==> config.mk <==
export PLATFORM = sky130hd
export DESIGN_NAME = pbt_throttle
export DESIGN_NICKNAME = d
export VERILOG_FILES = /design/src/rtl/pbt_pkg.sv /design/src/rtl/pbt_planner.sv /design/src/rtl/pbt_settle.sv /design/src/rtl/pbt_xfer.sv /design/src/rtl/pbt_throttle.sv
export SDC_FILE = /design/constraint.sdc
export NUM_CORES = 1
export LEC_CHECK = 0
export BUFFER_PORTS_ARGS = -buffer_cell sky130_fd_sc_hd__buf_2
export CAP_MARGIN = 20
export CELL_PAD_IN_SITES_DETAIL_PLACEMENT = 1
export CELL_PAD_IN_SITES_GLOBAL_PLACEMENT = 1
export CORE_UTILIZATION = 45
export DETAILED_ROUTE_END_ITERATION = 16
export HOLD_SLACK_MARGIN = 0.05
export PLACE_DENSITY_LB_ADDON = 0.1
export SETUP_SLACK_MARGIN = 0.3
export SLEW_MARGIN = 20
export SYNTH_ARGS = -nofsm -noshare
export SYNTH_HDL_FRONTEND = slang
export SYNTH_SLANG_ARGS = --single-unit
==> constraint.sdc <==
create_clock -name clk -period 5.3 [get_ports clk]
set_input_delay 0.795 -clock clk [delete_from_list [all_inputs] [get_ports clk]]
set_output_delay 0.795 -clock clk [all_outputs]
set_load 0.02 [all_outputs]
==> src/rtl/pbt_pkg.sv <==
package pbt_pkg;
  localparam int NCORE  = 4;
  localparam int OPW    = 2;
  localparam int CFG_W  = NCORE * OPW;
  localparam int W_LOW  = 2;
  localparam int W_HIGH = 5;

  typedef enum logic [OPW-1:0] {
    OP_OFF  = 2'b00,
    OP_LOW  = 2'b01,
    OP_HIGH = 2'b10
  } op_e;

  function automatic int cfg_weight(input logic [CFG_W-1:0] cfg);
    int sum;
    sum = 0;
    for (int i = 0; i < NCORE; i++) begin
      if (cfg[OPW*i +: OPW] == OP_LOW)  sum += W_LOW;
      if (cfg[OPW*i +: OPW] == OP_HIGH) sum += W_HIGH;
    end
    return sum;
  endfunction
endpackage

==> src/rtl/pbt_planner.sv <==
module pbt_planner
  import pbt_pkg::*;
#(
  parameter int TCNT_W   = 3,
  parameter int BUD_W    = 5,
  parameter int STATIC_N = 3
) (
  input  logic [TCNT_W-1:0] thread_cnt,
  input  logic              dyn_mode,
  input  logic [BUD_W-1:0]  budget,
  output logic [CFG_W-1:0]  target
);
  int cap;
  int want;
  int ncores;

  always_comb begin
    target = '0;
    cap    = int'(budget) / W_LOW;
    if (cap > NCORE) cap = NCORE;
    want   = 0;
    ncores = 0;
    if (int'(thread_cnt) <= 1) begin
      if (int'(budget) >= W_HIGH)      target[OPW-1:0] = OP_HIGH;
      else if (int'(budget) >= W_LOW)  target[OPW-1:0] = OP_LOW;
    end else begin
      if (dyn_mode) want = (int'(thread_cnt) > NCORE) ? NCORE : int'(thread_cnt);
      else          want = STATIC_N;
      ncores = (want < cap) ? want : cap;
      for (int i = 0; i < NCORE; i++)
        if (i < ncores) target[OPW*i +: OPW] = OP_LOW;
    end
  end
endmodule

==> src/rtl/pbt_settle.sv <==
module pbt_settle
  import pbt_pkg::*;
#(
  parameter int SET_W = 8
) (
  input  logic             clk,
  input  logic             rst_n,
  input  logic [CFG_W-1:0] target,
  input  logic [SET_W-1:0] settle_cycles,
  output logic             req_valid,
  output logic [CFG_W-1:0] req_cfg
);
  logic [CFG_W-1:0] cand;
  logic [CFG_W-1:0] last_req;
  logic [SET_W-1:0] stable_cnt;

  assign req_valid = (target == cand) && (stable_cnt >= settle_cycles) && (cand != last_req);
  assign req_cfg   = cand;

  always_ff @(posedge clk) begin
    if (!rst_n) begin
      cand       <= '0;
      last_req   <= '0;
      stable_cnt <= '0;
    end else begin
      if (target != cand) begin
        cand       <= target;
        stable_cnt <= '0;
      end else if (stable_cnt < settle_cycles) begin
        stable_cnt <= stable_cnt + 1'b1;
      end
      if (req_valid) last_req <= cand;
    end
  end
endmodule

==> src/rtl/pbt_xfer.sv <==
module pbt_xfer
  import pbt_pkg::*;
(
  input  logic             clk,
  input  logic             rst_n,
  input  logic             req_valid,
  input  logic [CFG_W-1:0] req_cfg,
  input  logic             vreg_ack,
  output logic [CFG_W-1:0] applied,
  output logic             busy
);
  logic [CFG_W-1:0] pending;

  always_ff @(posedge clk) begin
    if (!rst_n) begin
      applied <= '0;
      pending <= '0;
      busy    <= 1'b0;
    end else if (busy && vreg_ack) begin
      applied <= req_valid ? req_cfg : pending;
      busy    <= 1'b0;
    end else if (req_valid) begin
      pending <= req_cfg;
      busy    <= 1'b1;
    end
  end
endmodule

==> src/rtl/pbt_throttle.sv <==
module pbt_throttle
  import pbt_pkg::*;
#(
  parameter int TCNT_W   = 3,
  parameter int BUD_W    = 5,
  parameter int SET_W    = 8,
  parameter int STATIC_N = 3
) (
  input  logic              clk,
  input  logic              rst_n,
  input  logic [TCNT_W-1:0] thread_cnt,
  input  logic              dyn_mode,
  input  logic [BUD_W-1:0]  budget,
  input  logic [SET_W-1:0]  settle_cycles,
  input  logic              vreg_ack,
  output logic [NCORE-1:0]  core_en,
  output logic [CFG_W-1:0]  core_op,
  output logic              busy
);
  logic [CFG_W-1:0] target;
  logic             req_valid;
  logic [CFG_W-1:0] req_cfg;

  pbt_planner #(.TCNT_W(TCNT_W), .BUD_W(BUD_W), .STATIC_N(STATIC_N)) u_plan (
    .thread_cnt(thread_cnt), .dyn_mode(dyn_mode), .budget(budget), .target(target)
  );

  pbt_settle #(.SET_W(SET_W)) u_settle (
    .clk(clk), .rst_n(rst_n), .target(target), .settle_cycles(settle_cycles),
    .req_valid(req_valid), .req_cfg(req_cfg)
  );

  pbt_xfer u_xfer (
    .clk(clk), .rst_n(rst_n), .req_valid(req_valid), .req_cfg(req_cfg),
    .vreg_ack(vreg_ack), .applied(core_op), .busy(busy)
  );

  for (genvar g = 0; g < NCORE; g++) begin : g_en
    assign core_en[g] = |core_op[OPW*g +: OPW];
  end
endmodule

==> flow_metrics.py <==
metrics = {
    "run_status": {
        "run_status": "complete, no violations",
    },
    "critical_path": {
        "critPathCaptureType": "register",
        "cp.required_ns": 5.48,
        "cp_max_fo": 15,
        "worstSetupPathType": "input port to register",
        "start_kind": "input port",
        "cp.arrival_ns": 4.08,
    },
    "cells_and_area": {
        "fillCellCount": 511,
        "drive_gt1_share_pct": 18.5,
        "nNetsFinal": 290,
        "synthToLayoutAreaGrowth_pct": 12.7,
        "diodes": 0,
        "fin_util_pct": 54.6,
    },
    "clock_tree": {
        "clkSlewWorstSetupHoldPaths_ns": 0.07,
        "htreeDepth": 2,
        "cts_resized": 0,
        "root_buffer": "clkbuf_8",
        "holdBufCountCts": 0,
        "clkLatencyLatePin_ns": 0.28,
        "post-cts-setup-buffers": 0,
        "tritoncts": "done",
        "numClockSinks": 35,
        "clk_path_buf_depth": 2,
        "numCtsBuffers": 5,
    },
    "timing": {
        "hold_viol_final": 0,
        "slew_headroom_pct": 39.9,
        "clock_skew_ns": 0.00496,
        "tns_ns": 0,
        "timing.final.crit_share_pct": 73.6,
        "slew_viol_final": 0,
        "worst_pin_slew_ns": 0.902,
        "setup_viol": 0,
        "rsz0062_at_grt": "no",
        "fin_crit_ns": 3.90,
        "max_freq_ghz": 0.256,
    },
    "place": {
        "place_hpwl_um": 3340,
        "portBuffers": 32,
        "place_congestion": 0.819,
    },
    "detailed_routing": {
        "vias": 1699,
        "ant_nets": 0,
        "viasPerCell": 5.48,
        "routed_wl_um": 4480,
        "drt_iter0_drc": 71,
        "avgRoutedWirePerCell_um": 14.5,
        "drt-pass1-iter-count": 4,
        "remaining_drc_errors": 0,
    },
    "global_routing": {
        "grt_first_pass_wirelength_um": 7240,
        "grt_max_degree": 33,
        "grt_overflow": 0,
        "grt_pass1_vias": 1639,
        "antenna_found_initial": 0,
        "grtUsageTotal_pct": 20.8,
    },
    "run": {
        "maxCapViolCount": 0,
    },
    "floorplan": {
        "initial_utilization_pct": 48.5,
        "die_y_um": 68.6,
        "core_area_um2": 4120,
        "die_area_um2": 4700,
        "rows": 23,
        "fp.dieW_um": 68.6,
        "ios": 33,
    },
    "synthesis": {
        "yosys_warnings": 0,
        "synth-adder-area-share_pct": 6.90,
        "synth_flop_cell": "dfxtp_1",
        "synthMuxAreaShare_pct": 8.53,
        "synth-compound-area-share_pct": 15.4,
        "synth_cell_type_count": 47,
        "syn-num-nets": 259,
        "synthXorXnorAreaFrac_pct": 4.39,
        "synthSimpleGateAreaFrac_pct": 24.5,
        "synthesis.area_um2": 1990,
        "syn_inst": 228,
        "yosysSeqAreaShare_pct": 35.1,
        "synth-edff-count": 0,
        "syn_avg_cell_area_um2": 8.75,
        "ys_seq_elements": 35,
        "synth_top_family_by_area": "simple AND/OR/NAND/NOR gates",
        "async_flop_share_pct": 0,
    },
    "power_and_ir_drop": {
        "power.density_nw_per_um2": 230,
        "ir_worst_vdd_v": 0.000166,
        "power_mw": 0.517,
        "p_leak_nw": 1.01,
    },
    "hold_path": {
        "hp-class": "register to register",
    },
}
power by group:
part | switching, mW | total (mW) | internal (mW)
logic | 0.0323 | 0.0581 | 0.0259
registers | 0.00602 | 0.272 | 0.266
clock network | 0.0946 | 0.186 | 0.0918
synth_stat cells, types with 2 or more instances:
master,instances,share of area (%)
a211o_1,2,0.88
a21boi_0,3,1.1
a21boi_1,3,1.1
a21oi_1,16,4.0
and2_1,5,1.6
and3b_1,3,1.3
and4_1,2,0.88
clkbuf_1,6,1.1
dfxtp_1,35,35
ha_1,11,6.9
inv_1,13,2.4
mux2i_1,17,8.5
nand2_1,25,4.7
nand3_1,12,3.0
nor2_1,7,1.3
nor2b_1,6,1.9
nor3_1,5,1.3
o21ai_0,12,3.0
or2_2,5,1.6
or3_1,4,1.3
or4b_1,2,1.0
xnor2_1,6,2.6
xor2_1,4,1.8
registers in the layout (all words and copies together) (netlist names):
register             flops
u_xfer.applied           8
u_settle.stable_cnt      8
u_xfer.pending           8
u_xfer.busy              1
u_settle.last_req        5
u_settle.req_cfg         5
metrics by stage:
step / instance area [µm²] / worst slack, ns / hold WS, ns / instances
6_report: 2250 / 1.40 / 0.464 / 310
5_1_grt: 2250 / 1.25 / 0.485 / 310
4_1_cts: 2250 / 1.43 / 0.469 / 310
3_5_place_dp: 2160 / 1.15 / 0.456 / 302
3_3_place_gp: 2160 / 1.28 / 0.447 / 302
2_1_floorplan: 1990 / 1.91 / 0.434 / 228
final cells by class:
type	instances	area [µm²]	area share, %
sequential	35	701	31.2
clock buffer	6	72.6	3.23
timing repair buffer	32	160	7.12
tap	50	62.6	2.78
clock inverter	2	12.5	0.556
inverter	13	48.8	2.17
multi-input combinational	172	1190	53.0
layout by cell type (no fill, tap or decap), types with 2 or more instances in the layout:
master	n
nand3_1	12
nor2_1	7
clkbuf_8	5
nor3_1	5
or4b_1	2
buf_2	32
a21oi_1	16
nor2b_1	6
or3_1	4
a211o_1	2
dfxtp_1	35
xor2_1	4
ha_1	11
nand2_1	25
and4_1	2
and3b_1	3
xnor2_1	6
a21boi_0	3
a21boi_1	3
or2_2	5
and2_1	5
o21ai_0	12
mux2i_1	17
inv_1	13
metal layers:
metal  vias to the layer above  part of all wire (%)  track usage, %
li1                        873                     -               -
met1                       802                    48            25.4
met2                        20                    49            35.8
met3                         4                   2.2            4.93
met4                         0                  0.80            6.51
met5                         -                     0               0
logic make-up after synthesis:
kind of cell | after synthesis
fa+ha+maj | 11
mux | 17
buf+inv | 21
xor+xnor | 10
flops | 35
compound gates | 48
simple gates | 86
worst max-delay path, cell delays in order:
cell and delay, ns:
buf_2 0.15, nor2_4 0.18, nand2_1 0.08, ha_1 0.33, o21ai_1 0.23, a211o_1 0.22, a21oi_1 0.09, or4b_1 0.53
or4b_1 0.94, nor2_8 0.31, and3b_1 0.21
path summary, 6_finish.rpt:
kind	startpoint	endpoint	slack [ns]	depth (start not counted)
worst max-delay path	budget[4]	u_xfer.pending[5]	1.40	11
worst min-delay path	u_xfer.pending[0]	u_xfer.pending[0]	0.46	2
worst max register to register	u_settle.req_cfg[2]	u_xfer.pending[5]	2.52	7
worst min register to register	u_xfer.pending[0]	u_xfer.pending[0]	0.46	2
Note: power is estimated with default switching activity, not from simulation.
